`config.mk`:
```
export PLATFORM = sky130hd
export DESIGN_NAME = syserr_aggregator
export DESIGN_NICKNAME = d
export VERILOG_FILES = /design/src/rtl/syserr_aggregator.sv
export SDC_FILE = /design/constraint.sdc
export NUM_CORES = 1
export LEC_CHECK = 0
export ABC_AREA = 1
export BUFFER_PORTS_ARGS = -buffer_cell sky130_fd_sc_hd__buf_2
export CELL_PAD_IN_SITES_DETAIL_PLACEMENT = 0
export CELL_PAD_IN_SITES_GLOBAL_PLACEMENT = 1
export CORE_ASPECT_RATIO = 2
export CORE_MARGIN = 2
export CORE_UTILIZATION = 29
export DETAILED_ROUTE_END_ITERATION = 10
export PLACE_DENSITY = 0.91
export RECOVER_POWER = 25
export SLEW_MARGIN = 40
export SYNTH_ARGS = -nofsm -noshare
export SYNTH_HDL_FRONTEND = slang
export SYNTH_SLANG_ARGS = --single-unit
```
`constraint.sdc`:
```
create_clock -name clk -period 5.35 [get_ports clk]
set_clock_uncertainty 0.2 [all_clocks]
set_input_delay 1.3375 -clock clk [delete_from_list [all_inputs] [get_ports clk]]
set_output_delay 1.3375 -clock clk [all_outputs]
set_load 0.01 [all_outputs]
```
`src/rtl/syserr_aggregator.sv`:
```
module syserr_aggregator #(
  parameter int          ADDR_W    = 8,
  parameter logic [7:0]  KEY_VAL   = 8'hA5,
  parameter logic [31:0] LIVE_BITS = 32'h000F_0C15,
  parameter logic [7:0]  FLAG_OFS  = 8'h10,
  parameter logic [7:0]  CLR_OFS   = 8'h12,
  parameter logic [7:0]  SET_OFS   = 8'h14,
  parameter logic [7:0]  MASK_OFS  = 8'h16
) (
  input  logic              clk,
  input  logic              rst_n,
  input  logic [7:0]        src_event,
  input  logic              priv_en,
  input  logic [ADDR_W-1:0] bus_addr,
  input  logic              bus_wr,
  input  logic [3:0]        bus_be,
  input  logic [31:0]       bus_wdata,
  output logic [31:0]       bus_rdata,
  output logic              irq_out
);
  localparam logic [31:0] ERR_BITS = LIVE_BITS & ~32'h1;

  logic [31:0] flag_q, mask_q;
  logic        irq_q;

  logic [31:0] evt_vec, lane_bits, clr_vec, set_vec, hw_vec, err_d;
  logic        guard_ok, fire, gate_d;

  assign evt_vec   = {12'b0, src_event[7:4], 4'b0, src_event[3:2], 5'b0,
                      src_event[1], 1'b0, src_event[0], 2'b0};
  assign lane_bits = {{8{bus_be[3]}}, {8{bus_be[2]}}, {8{bus_be[1]}}, {8{bus_be[0]}}};

  assign guard_ok = bus_wr && (bus_be == 4'hF) && (bus_wdata[31:24] == KEY_VAL) && priv_en;

  assign clr_vec = (bus_wr && bus_addr == ADDR_W'(CLR_OFS)) ? (bus_wdata & lane_bits & LIVE_BITS) : '0;
  assign set_vec = (guard_ok && bus_addr == ADDR_W'(SET_OFS)) ? (bus_wdata & ERR_BITS) : '0;
  assign hw_vec  = evt_vec & ~mask_q & ERR_BITS;
  assign err_d   = (flag_q & ERR_BITS & ~clr_vec) | hw_vec | set_vec;

  assign fire   = (|(flag_q & ERR_BITS)) && !flag_q[0];
  assign gate_d = fire ? 1'b1 : (clr_vec[0] ? 1'b0 : flag_q[0]);

  always_ff @(posedge clk) begin
    if (!rst_n) begin
      flag_q <= '0;
      mask_q <= '0;
      irq_q  <= 1'b0;
    end else begin
      flag_q <= err_d | {31'b0, gate_d};
      irq_q  <= fire;
      if (guard_ok && bus_addr == ADDR_W'(MASK_OFS))
        mask_q <= bus_wdata & ERR_BITS;
    end
  end

  always_comb begin
    bus_rdata = '0;
    if (bus_addr == ADDR_W'(FLAG_OFS))      bus_rdata = flag_q;
    else if (bus_addr == ADDR_W'(MASK_OFS)) bus_rdata = mask_q;
  end

  assign irq_out = irq_q;
endmodule


```
==> Yosys cells after proc, flatten, opt, wreduce, memory -nomap -nowiden <==
Index checks and enable logic that the tools add are counted.
{ "word_totals": {"regBits": 41, "in_bits": 56, "out_inout_bits": 33, "elab_cells": 32} }
{ "op_classes": {"muxes": 6, "n_eq_ne": 6, "bitwise": 8, "reduce_logical": 9} }
{ "op_table": {"columns": ["op", "count"], "rows": [
  ["$or 32x20->32", 2],
  ["$mux 20", 3],
  ["$and 20x20->20", 2],
  ["$and 20x32->32", 1],
  ["$eq 8x5->1 const B", 4],
  ["$mux 32", 1],
  ["$not 20->32", 1],
  ["$or 32x1->32", 1],
  ["$not 20->20", 1],
  ["$eq 8x8->1 const B", 1],
  ["$reduce_or 8->1", 1],
  ["$logic_and 1x1->1", 7],
  ["$eq 4x4->1 const B", 1],
  ["$mux 1", 2],
  ["$logic_not 1->1", 1]
]} }

==> Logic depth before layout (Yosys ltp) <==
Gate-level depths: netlist of the first run.
{ "depth": {"word_depth": 8, "depth_mapped": 9, "ltp_nobuf": 9} }

==> Least setup slack after synthesis of the first run <==
No wires, ideal clock.
{ "synth_timing": {"kind": "input to output", "start": "in bus_addr[2]", "end": "out bus_rdata[11]", "path_stages": 4, "path_buffers": 1, "arrival_time_ns": 2.249, "path_slack_ns": 1.564, "t_required_ns": 3.813, "path_cell_list": "or2_1 or2_1 clkbuf_1 o22ai_1"} }
{ "synth_via": {"elab_chain_len": 3, "elab_cells_between_ends": 4, "classes_between": "2 x eq/ne; 2 x mux"} }
{ "synth_rtl": {"columns": ["element", "line", "rtl"], "rows": [
  ["from (decl)", "14", "input logic [ADDR_W-1:0] bus_addr,"],
  ["$eq 8x5->1", "59", "else if (bus_addr == ADDR_W'(MASK_OFS)) bus_rdata = mask_q;"],
  ["$mux 20", "59", null],
  ["$mux 32 *", "58", "if (bus_addr == ADDR_W'(FLAG_OFS)) bus_rdata = flag_q;"],
  ["to (decl)", "18", "output logic [31:0] bus_rdata,"]
]} }
Every way passes the cells marked *; elsewhere a longest branch is shown, timed or not.

==> Worst setup path in the final report of the first run <==
{ "layout_timing": {"start": "in bus_addr[5]", "end": "out bus_rdata[16]"} }
Same word-level chain as after synthesis.

==> results.json, run 1 <==
{
  "grt.overflow.total": 0,
  "tightest_slew_ns": 0.831,
  "hold_violations": 0,
  "worst_slack_ns": 1.14,
  "coreArea_mm2": 0.00482,
  "ant_nets": 0,
  "layout.nets": 340,
  "ioPinCount": 89,
  "dr.pass1.iters": 4,
  "setup_tns_ns": 0,
  "fin_util_pct": 34.8,
  "antenna_found_initial": 0,
  "dp_cells": 336,
  "cts.repair.resized": 0,
  "clock-root-buffer": "clkbuf_8",
  "path_buf_inv": 3,
  "cts_tree": "yes",
  "diodes": 0,
  "synth.area.top_cells": "dfxtp_1 (25%), nand2_1 (14%), buf_4 (12%)",
  "drive_above_1_share_pct": 22.0,
  "synth.distinct_cells": 25,
  "post-route-min-period_ns": 4.21,
  "max_slew_margin_pct": 44.6,
  "place_congestion": 0.837,
  "synthDominantCellAreaShare_pct": 25.0,
  "grt_pass1_vias": 1396,
  "outcome": "finished clean",
  "rows": 36,
  "max_clock_freq_mhz": 238,
  "clk_pin_slew_worst_paths_ns": 0.06,
  "die_x_um": 53.9,
  "start_util_pct": 29.9,
  "fillers": 549,
  "synthCells": 235,
  "area_growth_pct": 16.4,
  "ys_ff_latch": 18,
  "routed_wl_mm": 3.71,
  "clock_sinks": 18,
  "startpoint_type": "primary input",
  "clkLatencyLatePin_ns": 0.25,
  "ys_top_cells_by_count": "nand2_1 (54), inv_1 (46), nand3_1 (29), buf_4 (23), nor2_1 (23)",
  "hp-class": "flop to flop",
  "die_y_um": 104,
  "port_buffers": 50,
  "cp_data_arrival_time_ns": 2.67,
  "dp_hpwl_mm": 2.97,
  "wl_per_cell_um": 10.9,
  "power_density_mw_per_mm2": 177,
  "path_delay_family": "simple AND/OR/NAND/NOR gates",
  "worst_setup_path_end_kind": "primary output",
  "period_share_pct": 78.6,
  "cp_common_cell": "buf_2",
  "cap_violations": 0,
  "netlist_area_mm2": 0.00144,
  "first_iter_violations": 50,
  "vdd_ir_drop_max_mv": 0.101,
  "synth-main-ff-cell": "dfxtp_1",
  "synth_top_cell_by_area": "dfxtp_1",
  "cp_cell_sequence": "buf_2, nor2_1, nand2_1, nor3_4, inv_2, o22ai_1, buf_2",
  "grt_pass1_wl_mm": 6.02,
  "cpPeakStageDelay_ns": 0.50,
  "drc": 0,
  "yosys_warnings": 0,
  "power_leakage_nw": 0.984,
  "numCtsBuffers": 3,
  "ys_seq_area_share_pct": 25.0,
  "syn_avg_cell_area_um2": 6.13,
  "worstPathRequired_ns": 3.81,
  "track_usage_pct": 14.4,
  "rsz0062_at_grt": "no",
  "async_flop_share_pct": 0,
  "synth_edf_count": 0,
  "dieArea_mm2": 0.00558,
  "htree_levels": 1,
  "vias_per_cell": 4.37,
  "critPathKind": "primary input to primary output",
  "yosysMostFrequentCell": "nand2_1",
  "slowest_stage": "nor3_4",
  "finalNonFillerCells": 339,
  "grt_max_degree": 19,
  "cts_max_path_buffers": 2,
  "setup_viol": 0,
  "vias": 1481,
  "path_max_fanout": 13,
  "postCtsSetupRepairBufs": 0,
  "postCtsHoldBufs": 0,
  "drv_slew": 0,
  "dp_slack_ns": 1.12
}
final timing paths:
path | startpoint | end | slack, ns | cells past startpoint
hold / removal | flag_q[0]$_SDFF_PN0_ | flag_q[0]$_SDFF_PN0_ | 0.27 | 2
setup reg to reg | flag_q[10]$_SDFF_PN0_ | flag_q[0]$_SDFF_PN0_ | 4.14 | 4
hold reg to reg | flag_q[0]$_SDFF_PN0_ | flag_q[0]$_SDFF_PN0_ | 0.27 | 2
setup / recovery | bus_addr[5] | bus_rdata[16] | 1.14 | 7
through the flow:
stage                     total power (W)  hold WS (ns)  instance area (µm²)
after floorplan                  0.000194         0.248                 1520
after global placement           0.000205         0.259                 1640
after detailed placement         0.000206         0.261                 1640
after CTS                        0.000300         0.272                 1680
after global routing             0.000312         0.288                 1680
final                            0.000297         0.270                 1680
cell usage in the layout, fill, tap and decap left out, types with 2 or more instances in the layout:
cell type,n
nand2_1,54
buf_2,48
inv_1,46
nand3_1,29
nor2_1,24
conb_1,23
dfxtp_1,18
nand3b_1,8
o22ai_1,5
nor2_2,4
o21ai_1,3
clkbuf_8,3
or2_1,2
nand2_2,2
nor4_1,2
nand4_1,2
nor3_1,2
clkbuf_1,2
flip-flops by register name, indices dropped and copies added (netlist names):
register / count
irq_out: 1
flag_q: 9
mask_q: 8
worst min-delay path, cell delays in order (launching register included):
cell	delay (ns)
dfxtp_1	0.31
nand3_1	0.07
nand2_1	0.05
cells by family after synthesis:
group           after synthesis  synth area share [%]
compound gates                8                  3.21
flops                        18                  25.0
other cells                   1                 0.260
buf+inv                      75                  26.4
simple gates                133                  45.1
per-layer routing:
metal | routed length (µm) | up-vias | track usage, %
li1 | - | 765 | -
met1 | 1240 | 649 | 13.6
met2 | 2140 | 57 | 28.0
met3 | 210 | 10 | 1.59
met4 | 116 | 0 | 6.41
met5 | 0 | - | 0
cell type report:
cell class                      instances  area, µm²  share of cell area (%)
Clock buffer                            3       41.3                    2.46
Inverter                               47        176                    10.5
Multi-Input combinational cell        164        781                    46.5
Sequential cell                        18        360                    21.5
Tap cell                               57       71.3                    4.25
Timing Repair Buffer                   50        248                    14.8
where the power goes:
| part | switching (W) | leakage (nW) | internal, W |
|---|---|---|---|
| clock network | 0.0000440 | 0.0216 | 0.0000500 |
| registers | 0.00000441 | 0.148 | 0.000141 |
| logic | 0.0000349 | 0.814 | 0.0000229 |
No activity file was read; power rests on OpenSTA's default activity.
==> run 2: changes to the inputs <==
--- a/config.mk
+++ b/config.mk
@@ -11,9 +11,9 @@
 export CELL_PAD_IN_SITES_GLOBAL_PLACEMENT = 1
 export CORE_ASPECT_RATIO = 2
 export CORE_MARGIN = 2
-export CORE_UTILIZATION = 29
+export CORE_UTILIZATION = 27
 export DETAILED_ROUTE_END_ITERATION = 10
-export PLACE_DENSITY = 0.91
+export PLACE_DENSITY = 0.86
 export RECOVER_POWER = 25
 export SLEW_MARGIN = 40
 export SYNTH_ARGS = -nofsm -noshare
==> constraint.sdc (replaced) <==
create_clock -name clk -period 4.05 [get_ports clk]
set_clock_uncertainty 0.2 [all_clocks]
set_input_delay 1.0125 -clock clk [delete_from_list [all_inputs] [get_ports clk]]
set_output_delay 1.0125 -clock clk [all_outputs]
set_load 0.01 [all_outputs]
==> results.json, run 2 (synthesis results as in run 1) <==
{
  "routed_wl_mm": 3.73,
  "path_max_fanout": 11,
  "cp_data_arrival_time_ns": 2.15,
  "cts.repair.resized": 0,
  "coreArea_mm2": 0.00514,
  "clk_pin_slew_worst_paths_ns": 0.06,
  "final_common_cell": "nand2_1",
  "drive_above_1_share_pct": 21.8,
  "rsz0062_at_grt": "no",
  "clkLatencyLatePin_ns": 0.26,
  "vias": 1486,
  "finalNonFillerCells": 342,
  "rows": 37,
  "htree_levels": 1,
  "startpoint_type": "primary input",
  "postCtsHoldBufs": 0,
  "first_iter_violations": 25,
  "hp-class": "flop to flop",
  "post-route-min-period_ns": 3.36,
  "cp_cell_sequence": "buf_2, nor2_1, nand3_1, or2_1, o22ai_1, buf_2",
  "dieArea_mm2": 0.00597,
  "dp_cells": 339,
  "start_util_pct": 28.0,
  "layout.nets": 342,
  "period_share_pct": 83.0,
  "slowest_stage": "or2_1",
  "outcome": "finished clean",
  "tightest_slew_ns": 0.866,
  "area_growth_pct": 17.3,
  "reg2reg_from": "flag_q[10]$_SDFF_PN0_",
  "place_congestion": 0.859,
  "largest-register": "flag_q",
  "cpPeakStageDelay_ns": 0.39,
  "power_leakage_nw": 0.992,
  "wl_per_cell_um": 10.9,
  "die_y_um": 107,
  "startpoint": "bus_addr[5]",
  "ant_nets": 0,
  "fillers": 606,
  "hold_violations": 0,
  "worstPathRequired_ns": 2.84,
  "holdCritStartpoint": "flag_q[0]$_SDFF_PN0_",
  "cap_violations": 0,
  "diodes": 0,
  "max_slew_margin_pct": 42.3,
  "ioPinCount": 89,
  "antenna_found_initial": 0,
  "worst_setup_path_end_kind": "primary output",
  "dp_hpwl_mm": 3.05,
  "track_usage_pct": 13.4,
  "critPathKind": "primary input to primary output",
  "clock_sinks": 18,
  "die_x_um": 55.7,
  "power_density_mw_per_mm2": 234,
  "setup_viol": 0,
  "clock-root-buffer": "clkbuf_8",
  "drc": 0,
  "vdd_ir_drop_max_mv": 0.111,
  "setup_tns_ns": 0,
  "grt_max_degree": 19,
  "cts_tree": "yes",
  "cts_max_path_buffers": 2,
  "max_clock_freq_mhz": 297,
  "drv_slew": 0,
  "cp_common_cell": "buf_2",
  "grt_pass1_vias": 1473,
  "dr.pass1.iters": 4,
  "port_buffers": 50,
  "largest_reg_flops": 9,
  "grt_pass1_wl_mm": 6.24,
  "layout_common_cells": "nand2_1 (54), buf_2 (47), inv_1 (46), nand3_1 (29), nor2_1 (25)",
  "postCtsSetupRepairBufs": 0,
  "numCtsBuffers": 3,
  "grt.overflow.total": 0,
  "vias_per_cell": 4.35
}
-- run 2: cell count changes in the layout (fill, tap and decap cells not counted) --
cell	before	now
buf_4	0	2
nor2_2	4	3
nor2_1	24	25
clkbuf_1	2	3
buf_2	48	47
-- run 2: where the power goes --
| part | switching [W] | internal, W |
|---|---|---|
| logic | 0.0000467 | 0.0000302 |
| clock network | 0.0000601 | 0.0000662 |
| registers | 0.00000595 | 0.000186 |
-- run 2: layout make-up --
type	count	area (µm²)	share of cell area [%]
well taps	58	72.6	4.29
clock buffers	3	41.3	2.44
flip-flops and latches	18	360	21.3
repair buffers	52	262	15.5
multi-input cells	164	778	46.0
inverters	47	176	10.4
-- run 2: worst paths after layout --
| check | to | slack [ns] | depth (start not counted) |
|---|---|---|---|
| worst min-delay path | flag_q[0]$_SDFF_PN0_ | 0.28 | 2 |
| worst max-delay path | bus_rdata[16] | 0.69 | 6 |
| worst min register to register | flag_q[0]$_SDFF_PN0_ | 0.28 | 2 |
| worst max register to register | flag_q[0]$_SDFF_PN0_ | 2.81 | 4 |
-- run 2: critical path, delay by kind of cell --
| kind | cells | cell delay (ns) |
|---|---|---|
| AO/OA/AOI/OAI | 1 | 0.23 |
| buffers and inverters | 2 | 0.25 |
| AND/OR/NAND/NOR | 3 | 0.64 |
-- run 2: per-layer routing --
layer	track usage, %	wire length [µm]	part of all wire (%)
met3	1.92	207	5.6
met1	10.8	1190	32
met2	28.8	2200	59
met5	0	0	0
met4	7.14	122	3.3
-- run 2: per-stage QoR --
step / power (W) / utilization [%] / setup slack [ns] / hold slack (ns) / cell area [µm²]
2_1_floorplan: 0.000256 / - / 0.914 / 0.248 / 1520
3_3_place_gp: 0.000272 / 32.3 / 0.655 / 0.259 / 1660
3_5_place_dp: 0.000273 / 32.3 / 0.649 / 0.270 / 1660
4_1_cts: 0.000400 / 33.1 / 0.648 / 0.281 / 1700
5_1_grt: 0.000420 / 32.9 / 0.508 / 0.295 / 1690
6_report: 0.000395 / 32.9 / 0.688 / 0.282 / 1690
